`config.mk`:
```
export PLATFORM = sky130hd
export DESIGN_NAME = pwr_seq_ctrl
export DESIGN_NICKNAME = d
export VERILOG_FILES = /design/src/rtl/pwr_seq_pkg.sv /design/src/rtl/pwr_seq_hyst.sv /design/src/rtl/pwr_seq_ramp.sv /design/src/rtl/pwr_seq_fsm.sv /design/src/rtl/pwr_seq_ctrl.sv
export SDC_FILE = /design/constraint.sdc
export NUM_CORES = 1
export LEC_CHECK = 0
export BUFFER_PORTS_ARGS = -buffer_cell sky130_fd_sc_hd__buf_2
export CAP_MARGIN = 0
export CORE_ASPECT_RATIO = 1.2
export CORE_MARGIN = 3
export CORE_UTILIZATION = 35
export CTS_CLUSTER_DIAMETER = 120
export DETAILED_ROUTE_END_ITERATION = 10
export GPL_TIMING_DRIVEN = 0
export PLACE_DENSITY = 0.57
export SLEW_MARGIN = 20
export SYNTH_ARGS = -nofsm -noshare
export SYNTH_HDL_FRONTEND = slang
export SYNTH_HIERARCHICAL = 1
export SYNTH_SLANG_ARGS = --single-unit
```
`constraint.sdc`:
```
create_clock -name clk_i -period 4.2 [get_ports clk_i]
set_clock_uncertainty 0.1 [all_clocks]
set_input_delay 0.63 -clock clk_i [delete_from_list [all_inputs] [get_ports clk_i]]
set_output_delay 0.63 -clock clk_i [all_outputs]
set_load 0.02 [all_outputs]
```
`src/rtl/pwr_seq_pkg.sv`:
```
package pwr_seq_pkg;
  typedef enum logic [1:0] {
    ST_DEEP  = 2'd0,
    ST_STBY  = 2'd1,
    ST_RAMP  = 2'd2,
    ST_REG   = 2'd3
  } seq_state_e;

  localparam int unsigned NCH    = 3;
  localparam int unsigned CH_VIN = 0;
  localparam int unsigned CH_VB  = 1;
  localparam int unsigned CH_EN  = 2;
endpackage

```
`src/rtl/pwr_seq_hyst.sv`:
```
module pwr_seq_hyst #(
  parameter int unsigned CODE_W = 12,
  parameter int unsigned ON_TH  = 2900,
  parameter int unsigned OFF_TH = 2600
) (
  input  logic              clk_i,
  input  logic              rst_ni,
  input  logic              clr_i,
  input  logic [CODE_W-1:0] x_i,
  output logic              ok_o
);
  localparam logic [CODE_W-1:0] ON_C  = CODE_W'(ON_TH);
  localparam logic [CODE_W-1:0] OFF_C = CODE_W'(OFF_TH);

  logic ok_q;

  always_ff @(posedge clk_i or negedge rst_ni) begin
    if (!rst_ni)     ok_q <= 1'b0;
    else if (clr_i)  ok_q <= 1'b0;
    else if (ok_q)   ok_q <= (x_i >= OFF_C);
    else             ok_q <= (x_i > ON_C);
  end

  assign ok_o = ok_q;

  AST_QUAL_ABOVE_ON: assert property (@(posedge clk_i) disable iff (!rst_ni)
    $rose(ok_o) |-> ($past(x_i) > ON_C));
  AST_DROP_BELOW_OFF: assert property (@(posedge clk_i) disable iff (!rst_ni)
    $fell(ok_o) |-> (($past(x_i) < OFF_C) || $past(clr_i)));
endmodule

```
`src/rtl/pwr_seq_ramp.sv`:
```
module pwr_seq_ramp #(
  parameter int unsigned CODE_W  = 12,
  parameter int unsigned FRAC_W  = 16,
  parameter int unsigned TARGET  = 1000,
  parameter int unsigned CLK_KHZ = 125000,
  parameter int unsigned RAMP_NS = 1280000
) (
  input  logic              clk_i,
  input  logic              rst_ni,
  input  logic              clr_i,
  input  logic              run_i,
  output logic [CODE_W-1:0] ref_o
);
  localparam int unsigned ACC_W    = CODE_W + FRAC_W + 1;
  localparam longint      RAMP_CYC = (longint'(CLK_KHZ) * longint'(RAMP_NS)) / 64'd1000000;
  localparam longint      CYC_SAFE = (RAMP_CYC < 1) ? 64'd1 : RAMP_CYC;
  localparam longint      STEP_RAW = (longint'(TARGET) << FRAC_W) / CYC_SAFE;
  localparam longint      STEP_L   = (STEP_RAW < 1) ? 64'd1 : STEP_RAW;
  localparam logic [ACC_W-1:0] STEP = ACC_W'(STEP_L);
  localparam logic [ACC_W-1:0] SAT  = ACC_W'(longint'(TARGET) << FRAC_W);
  localparam logic [CODE_W-1:0] TGT_C = CODE_W'(TARGET);

  logic [ACC_W-1:0] acc_q, acc_sum;

  assign acc_sum = acc_q + STEP;

  always_ff @(posedge clk_i or negedge rst_ni) begin
    if (!rst_ni)     acc_q <= '0;
    else if (clr_i)  acc_q <= '0;
    else if (run_i)  acc_q <= (acc_sum >= SAT) ? SAT : acc_sum;
  end

  assign ref_o = acc_q[FRAC_W +: CODE_W];

  AST_REF_CAP: assert property (@(posedge clk_i) disable iff (!rst_ni)
    ref_o <= TGT_C);
  AST_REF_MONO: assert property (@(posedge clk_i) disable iff (!rst_ni)
    (run_i && !clr_i) |=> (ref_o >= $past(ref_o)));
endmodule

```
`src/rtl/pwr_seq_fsm.sv`:
```
module pwr_seq_fsm
  import pwr_seq_pkg::*;
#(
  parameter int unsigned CODE_W = 12,
  parameter int unsigned TARGET = 1000
) (
  input  logic              clk_i,
  input  logic              rst_ni,
  input  logic              deep_i,
  input  logic              ok_i,
  input  logic              restart_i,
  input  logic [CODE_W-1:0] ref_i,
  input  logic [CODE_W-1:0] fb_i,
  output logic              ramp_clr_o,
  output logic              ramp_run_o,
  output logic              sw_en_o,
  output logic              deep_o,
  output seq_state_e        state_o
);
  localparam logic [CODE_W-1:0] TGT_C = CODE_W'(TARGET);

  seq_state_e state_q, state_d;
  logic       active_q, restart_take;

  assign active_q     = (state_q == ST_RAMP) || (state_q == ST_REG);
  assign restart_take = active_q && restart_i && ok_i && !deep_i;

  always_comb begin
    state_d = state_q;
    if (deep_i) state_d = ST_DEEP;
    else begin
      unique case (state_q)
        ST_DEEP: state_d = ST_STBY;
        ST_STBY: if (ok_i) state_d = ST_RAMP;
        ST_RAMP: begin
          if (!ok_i)              state_d = ST_STBY;
          else if (restart_i)     state_d = ST_RAMP;
          else if (ref_i > fb_i)  state_d = ST_REG;
        end
        ST_REG: begin
          if (!ok_i)              state_d = ST_STBY;
          else if (restart_i)     state_d = ST_RAMP;
        end
        default: state_d = ST_DEEP;
      endcase
    end
  end

  always_ff @(posedge clk_i or negedge rst_ni) begin
    if (!rst_ni) state_q <= ST_DEEP;
    else         state_q <= state_d;
  end

  // ramp starts from zero on the first active cycle
  assign ramp_clr_o = !active_q || (state_d == ST_DEEP) || (state_d == ST_STBY) || restart_take;
  assign ramp_run_o = !ramp_clr_o;
  assign sw_en_o    = (state_q == ST_REG) && ok_i;
  assign deep_o     = (state_q == ST_DEEP);
  assign state_o    = state_q;

  AST_SW_AFTER_REF: assert property (@(posedge clk_i) disable iff (!rst_ni)
    $rose(state_q == ST_REG) |-> ($past(ref_i) > $past(fb_i)));
  AST_FB_ABOVE_TGT: assert property (@(posedge clk_i) disable iff (!rst_ni)
    ((state_q == ST_RAMP) && (fb_i >= TGT_C)) |=> (state_q != ST_REG));
endmodule

```
`src/rtl/pwr_seq_ctrl.sv`:
```
module pwr_seq_ctrl
  import pwr_seq_pkg::*;
#(
  parameter int unsigned CODE_W   = 12,
  parameter int unsigned FRAC_W   = 16,
  parameter int unsigned VIN_ON   = 2900,
  parameter int unsigned VIN_OFF  = 2600,
  parameter int unsigned VB_ON    = 2900,
  parameter int unsigned VB_OFF   = 2600,
  parameter int unsigned EN_ON    = 1170,
  parameter int unsigned EN_OFF   = 1070,
  parameter int unsigned EN_DEEP  = 800,
  parameter int unsigned TARGET   = 1000,
  parameter int unsigned CLK_KHZ  = 125000,
  parameter int unsigned RAMP_NS  = 1280000
) (
  input  logic              clk_i,
  input  logic              rst_ni,
  input  logic [CODE_W-1:0] vin_code_i,
  input  logic [CODE_W-1:0] vbias_code_i,
  input  logic [CODE_W-1:0] en_code_i,
  input  logic [CODE_W-1:0] fb_code_i,
  input  logic              restart_i,
  output logic [CODE_W-1:0] ref_o,
  output logic              sw_en_o,
  output logic              deep_sd_o
);
  localparam int unsigned ON_A  [NCH] = '{VIN_ON,  VB_ON,  EN_ON};
  localparam int unsigned OFF_A [NCH] = '{VIN_OFF, VB_OFF, EN_OFF};
  localparam logic [CODE_W-1:0] DEEP_C = CODE_W'(EN_DEEP);

  logic [CODE_W-1:0] x_a [NCH];
  logic [NCH-1:0]    ok_a;
  logic              deep_now, ok_all, ramp_clr, ramp_run;
  seq_state_e        state;

  assign x_a[CH_VIN] = vin_code_i;
  assign x_a[CH_VB]  = vbias_code_i;
  assign x_a[CH_EN]  = en_code_i;
  assign deep_now    = (en_code_i < DEEP_C);
  assign ok_all      = &ok_a;

  for (genvar g = 0; g < NCH; g++) begin : g_cmp
    pwr_seq_hyst #(
      .CODE_W (CODE_W),
      .ON_TH  (ON_A[g]),
      .OFF_TH (OFF_A[g])
    ) u_cmp (
      .clk_i  (clk_i),
      .rst_ni (rst_ni),
      .clr_i  (deep_now),
      .x_i    (x_a[g]),
      .ok_o   (ok_a[g])
    );
  end

  pwr_seq_fsm #(
    .CODE_W (CODE_W),
    .TARGET (TARGET)
  ) u_fsm (
    .clk_i      (clk_i),
    .rst_ni     (rst_ni),
    .deep_i     (deep_now),
    .ok_i       (ok_all),
    .restart_i  (restart_i),
    .ref_i      (ref_o),
    .fb_i       (fb_code_i),
    .ramp_clr_o (ramp_clr),
    .ramp_run_o (ramp_run),
    .sw_en_o    (sw_en_o),
    .deep_o     (deep_sd_o),
    .state_o    (state)
  );

  pwr_seq_ramp #(
    .CODE_W  (CODE_W),
    .FRAC_W  (FRAC_W),
    .TARGET  (TARGET),
    .CLK_KHZ (CLK_KHZ),
    .RAMP_NS (RAMP_NS)
  ) u_ramp (
    .clk_i  (clk_i),
    .rst_ni (rst_ni),
    .clr_i  (ramp_clr),
    .run_i  (ramp_run),
    .ref_o  (ref_o)
  );

  AST_DEEP_QUIET: assert property (@(posedge clk_i) disable iff (!rst_ni)
    deep_sd_o |-> (!sw_en_o && (ref_o == '0)));
  AST_RESTART_ZERO: assert property (@(posedge clk_i) disable iff (!rst_ni)
    (restart_i && ((state == ST_RAMP) || (state == ST_REG))) |=> ((ref_o == '0) && !sw_en_o));
  AST_LOSS_CLEARS: assert property (@(posedge clk_i) disable iff (!rst_ni)
    $fell(ok_all) |=> (ref_o == '0));
  AST_RESET_DEEP: assert property (@(posedge clk_i)
    !rst_ni |-> (deep_sd_o && !sw_en_o));
endmodule

```
==> run metrics, run 1 <==
outcome=completed; first-pass GRT wire length=14060 um; Bufs and invs on worst path=5; crit end category=flip-flop; Clock Latency Late Sink=a little under 0.3 ns; cts bufs inserted=5; Yosys warning total=6; setup_tns=0 ns; CP delay by family, top=buffers and inverters; min Tclk post-route=3.140 ns; drt drc=0; routed wire length=8233 um; H-tree levels=2; sequential cell area fraction in the yosys report=0.2840; Non-Filler Instances=543; CTS tree=done; Crit path largest cell delay=0.55 ns; Die Ht=107.3 um; DR pass1 iterations=4; Most common cell on crit path=clkbuf_1; FF+latch count, synth=34; clock tree root driver cell=clkbuf_8; number of synthesized flops with an enable pin=0; CP max stage cell=clkbuf_1; via count=3007; vias in the first global route=approximately 3000; CTS sink cnt=34; kind of critical path=primary input to flip-flop; max cap viols=0; Synth Flop Type=dfrtp_1; Overflow after GRT=0; initial antenna violation count=0; post-DP HPWL=6211 um; asr flop ratio synth=1.000; Post-CTS Hold Buffers=0; clock buffer depth=2; FMAX=318.4 MHz; CP Launch Type=primary input; Initial Utilization=0.3634; Synth top area share=0.2840; Inserted Diodes=0; Mapped Area=2995 sq um; P per Cell Area=177.7 nW/um^2; Starting DRT DRC Count=between 150 and 200; Yosys cell types=72; GPL Wtd Cong=between 0.8 and 0.9; Worst Path Required=4.29 ns; setup bufs post-CTS=0; Max transition margin=0.4245; CP Data Arrival Time=3.23 ns; share of cells above drive strength 1=0.2681; HP Class=primary input to asynchronous set/reset pin; Routed Antenna Nets=0; Tot GR Track Use=0.1745; Final Cycle Share=0.7477; # resized after CTS=0; worst vdd ir=0.08745 mV; Mapped Cells=358; cell chain of the critical path=buf_2, o311a_1, nor3_2, inv_1, and4_1, clkbuf_1, clkbuf_1, clkbuf_1, nand4_1, a31oi_1; Syn-to-layout area delta=18.09%; die width=90.45 um; Rows=36; leak pwr=approximately 1.6 nW; largest net degree at the start of global routing=35; Synth area leader=dfrtp_1; RSZ-0062 raised after global routing=false; routed wire length per instance=roughly 15 um; Die ar.=9709 sq um; CTS clock-pin slew for the worst setup and hold paths=0.07 ns; I/O Pins=65; Core Footprint=8243 sq um; Final Max Slew Viols=0; fin nets=493; Hold Vio Cnt, Final=0; vias per std cell=~5.5; Synthesized Nets=422; quantity of I/O buffers inserted on ports=64; syn avg cell area=8.367 sq um; top cells by area, synth=dfrtp_1, ha_1, nand4_1, nand2_1, a21oi_1; measured slew at the worst slew-check pin=0.8555 ns; Final setup viols=0; DP Cell Count=between 500 and 600; critical-path maximum fanout=10
-- Yosys cell counts, drive strengths merged (9+ instances only) --
cell type  instances
nor3              17
a31oi             12
ha                13
nand2             32
nand3             11
nand4             24
inv               18
buf               24
a21oi             22
o211ai             9
nor2              22
dfrtp             34
o21ai             11
and2              14
-- state kept, by name, summed over array words and instances, names as in the netlist --
name,flops
u_ramp/acc_q,29
u_fsm/state_o,2
g_cmp.u_cmp/ok_o,3
-- layout by cell type (no fill, tap or decap), drive strengths merged, types with 7 or more instances in the layout --
cell	n
a21oi	22
a31oi	12
and2	14
and3	7
buf	88
clkbuf	13
dfrtp	34
ha	13
inv	18
nand2	32
nand3	11
nand4	24
nor2	22
nor2b	8
nor3	17
o211ai	9
o21a	7
o21ai	11
-- stage by stage --
| step | util | cell area, sq um | hold slack [ns] | setup WS, ns | power, W |
|---|---|---|---|---|---|
| final | 0.4291 | 3537 | 0.3223 | 1.060 | 0.0006285 |
| after global routing | 0.4291 | 3537 | 0.3869 | 0.8899 | 0.0006625 |
| after CTS | 0.4291 | 3537 | 0.3486 | 1.128 | 0.0006418 |
| after detailed placement | 0.4196 | 3458 | 0.4394 | 0.8370 | 0.0004059 |
| after global placement | 0.4196 | 3458 | 0.4227 | 0.8081 | 0.0004047 |
| after floorplan | - | 2995 | 0.2344 | 1.529 | 0.0003651 |
-- logic make-up (layout without fill, tap and decap cells) --
logic type,count (synthesis),in the layout,synth area share
mux,2,2,0.006684
buf+inv,50,121,0.08730
flops,34,34,0.2840
simple gates,160,160,0.3133
xor+xnor,2,2,0.005849
compound gates,97,97,0.2486
fa+ha+maj,13,13,0.05430
-- final timing paths --
kind	from	endpoint	slack, ns	cells after the start
max in group asynchronous	rst_ni	u_ramp/acc_q[19]	3.19	1
worst min register to register	u_ramp/acc_q[28]	u_ramp/acc_q[28]	0.44	1
worst max register to register	u_ramp/acc_q[0]	u_ramp/acc_q[20]	1.11	9
worst max-delay path	en_code_i[6]	u_ramp/acc_q[20]	1.06	10
min in group clk_i	u_ramp/acc_q[28]	u_ramp/acc_q[28]	0.44	1
worst min-delay path	rst_ni	u_ramp/acc_q[1]	0.32	1
-- final cells by class --
cell class	instances	area [sq um]
clock inverters	2	10.01
fillers	853	4706
flip-flops and latches	34	850.8
well taps	114	142.6
inverters	18	67.56
plain buffers	32	193.9
multi-input cells	274	1883
repair buffers	64	320.3
clock buffers	5	68.82
-- routing by layer --
metal,vias to the layer above,global-route usage,share of wire
met4,0,0.05580,0.015
li1,1489,-,-
met5,-,0,0
met2,65,0.3145,0.51
met3,11,0.02587,0.035
met1,1442,0.2139,0.44
-- power by group --
| part | switching [W] | internal (W) | leakage [nW] |
|---|---|---|---|
| combinational | 0.0000331 | 0.0000314 | 1.04 |
| sequential | 0.00000336 | 0.000331 | 0.466 |
| clock | 0.000119 | 0.000111 | 0.0438 |
| total | 0.000155 | 0.000473 | 1.55 |
Power figures use the tool's default switching activity.
==> run 2, diff against run 1 <==
ABC_AREA = 1   (was not set)
clock period = 3.25 ns   (was 4.2 ns; I/O delays follow)
==> run metrics, run 2 <==
CP Launch Type=flip-flop; I/O Pins=65; worst reg2reg startpoint=g_cmp[0].u_cmp/ok_o; die width=92.47 um; clock buffer depth=2; number of synthesized flops with an enable pin=0; Largest Register=u_ramp/acc_q; syn avg cell area=6.462 sq um; crit end category=flip-flop; measured slew at the worst slew-check pin=0.8193 ns; routed wire length per instance=11.22 um; sequential cell area fraction in the yosys report=0.2709; vias in the first global route=2882; FF+latch count, synth=34; Max transition margin=0.4538; P per Cell Area=between 200 and 250 nW/um^2; # resized after CTS=0; Die ar.=10150 sq um; Cell Area, Placed=3607 sq um; Post-synth top cells=nand2_1, inv_1, nor2_1; kind of critical path=flip-flop to flip-flop; setup bufs post-CTS=0; Core Footprint=8657 sq um; setup_tns=0 ns; Mapped Area=roughly 3100 sq um; max reg flops=29; fillers=roughly 960; Overflow after GRT=0; share of cells above drive strength 1=0.2334; top cells by area, synth=dfrtp_1, nand2_1, inv_1, ha_1, nor2_1; Final Cycle Share=0.8458; drt drc=0; Starting DRT DRC Count=about 110; min Tclk post-route=2.749 ns; Worst Reg2Reg Path Length in Cells=8; final instance area=3684 sq um; worst vdd ir=approximately 0.11 mV; Initial Utilization=0.3628; CTS sink cnt=34; max cap viols=0; Synth top area share=0.2709; Syn-to-layout area delta=17.29%; Critical Path End=u_ramp/acc_q[13]; asr flop ratio synth=1.000; multi-input logic area=1861 sq um; Clock Latency Late Sink=roughly 0.29 ns; Tot GR Track Use=0.1547; DR pass1 iterations=6; Final setup viols=0; Final Max Slew Viols=0; most frequent cell after synthesis=nand2_1; via count=3106; leak pwr=2.049 nW; initial antenna violation count=0; Inserted Diodes=0; most frequent cells in the layout=nand2_1, inv_1, buf_2, nor2_1, dfrtp_1; RSZ-0062 raised after global routing=false; Hold Vio Cnt, Final=0; Worst Path Required=3.37 ns; Yosys warning total=6; fin nets=621; most common cell after layout, fill and taps aside=nand2_1; Die Ht=109.8 um; first-pass GRT wire length=12840 um; Synth area leader=dfrtp_1; CP Launch Point=g_cmp[0].u_cmp/ok_o; FMAX=363.8 MHz; FF-to-FF setup slack=0.50 ns; Post-CTS Hold Buffers=0; CP Data Arrival Time=2.87 ns; H-tree levels=2; HP Class=primary input to asynchronous set/reset pin; Yosys cell types=35; clock tree root driver cell=clkbuf_8; R2R Path End=u_ramp/acc_q[13]; Synth Flop Type=dfrtp_1; CTS clock-pin slew for the worst setup and hold paths=about 0.070 ns; cts bufs inserted=5; Rows=37; Mapped Cells=486; Sequential cell area=850.8 sq um; quantity of I/O buffers inserted on ports=64; outcome=completed; Synthesized Nets=550; GPL Wtd Cong=0.8271; critical-path maximum fanout=10; Routed Antenna Nets=0; largest net degree at the start of global routing=35; vias per std cell=4.608; routed wire length=7563 um; CTS tree=done; post-DP HPWL=between 5000 and 6000 um
## run 2: cell count changes after synthesis, sizes merged, moves of 12 or more
cell / before / now
a31oi: 12 / 0
inv: 18 / 76
nand3: 11 / 29
nand4: 24 / 10
nor2: 22 / 53
nand2: 32 / 181
and2: 14 / 0
o21ai: 11 / 24
## run 2: cell type report
class | instances | area share
multi-input combinational | 356 | 0.5051
sequential | 34 | 0.2310
timing repair buffer | 64 | 0.08696
inverter | 78 | 0.07948
tap | 117 | 0.03974
buffer | 18 | 0.03702
clock buffer | 7 | 0.02072
## run 2: routing by layer
metal	vias up	routed length, um	GRT usage
met4	0	92	0.04459
li1	1629	-	-
met2	54	3770	0.2810
met5	-	0	0
met1	1418	3405	0.1881
met3	5	296	0.02464
## run 2: critical path: stages, from the launching register on
cell and delay, ns:
dfrtp_1 0.41, and3_1 0.25, inv_1 0.09, nor4_1 0.44
inv_1 0.11, nor2_1 0.61, clkbuf_1 0.48, nand2_1 0.12
o21ai_2 0.08
## run 2: kinds of logic (layout without fill, tap and decap cells)
family	after synthesis	in the layout	share of synthesized area
AND/OR/NAND/NOR	287	287	0.4151
flip-flops	34	34	0.2709
buffers and inverters	96	167	0.1367
XOR/XNOR	13	13	0.03626
adder cells (fa/ha/maj)	13	13	0.05179
AO/OA/AOI/OAI	43	43	0.08924
## run 2: how the worst min path moves through the flow
stage | startpoint | to | slack, ns
floorplan | rst_ni | g_cmp[0].u_cmp/ok_o | 0.09
global placement | u_ramp/acc_q[6] | u_ramp/acc_q[6] | 0.40
detailed placement | u_ramp/acc_q[6] | u_ramp/acc_q[6] | 0.41
CTS | rst_ni | u_ramp/acc_q[4] | 0.22
global route | rst_ni | u_ramp/acc_q[4] | 0.26
finish | rst_ni | u_ramp/acc_q[4] | 0.19
## run 2: per-stage QoR
stage	cells	util	power [W]	hold slack [ns]	setup slack [ns]
2_1_floorplan	486	-	0.0004884	0.09191	1.104
3_3_place_gp	667	0.4167	0.0005406	0.3960	0.4265
3_5_place_dp	667	0.4167	0.0005439	0.4075	0.3696
4_1_cts	674	0.4255	0.0008535	0.2246	0.4757
5_1_grt	674	0.4255	0.0008840	0.2615	0.1331
6_report	674	0.4255	0.0008378	0.1913	0.5011
## run 2: report_power, final
part	total (W)	internal, W	switching [W]	leakage, nW
registers	0.000432	0.000428	0.00000455	0.467
logic	0.000101	0.0000445	0.0000567	1.54
clock network	0.000304	0.000148	0.000157	0.0383
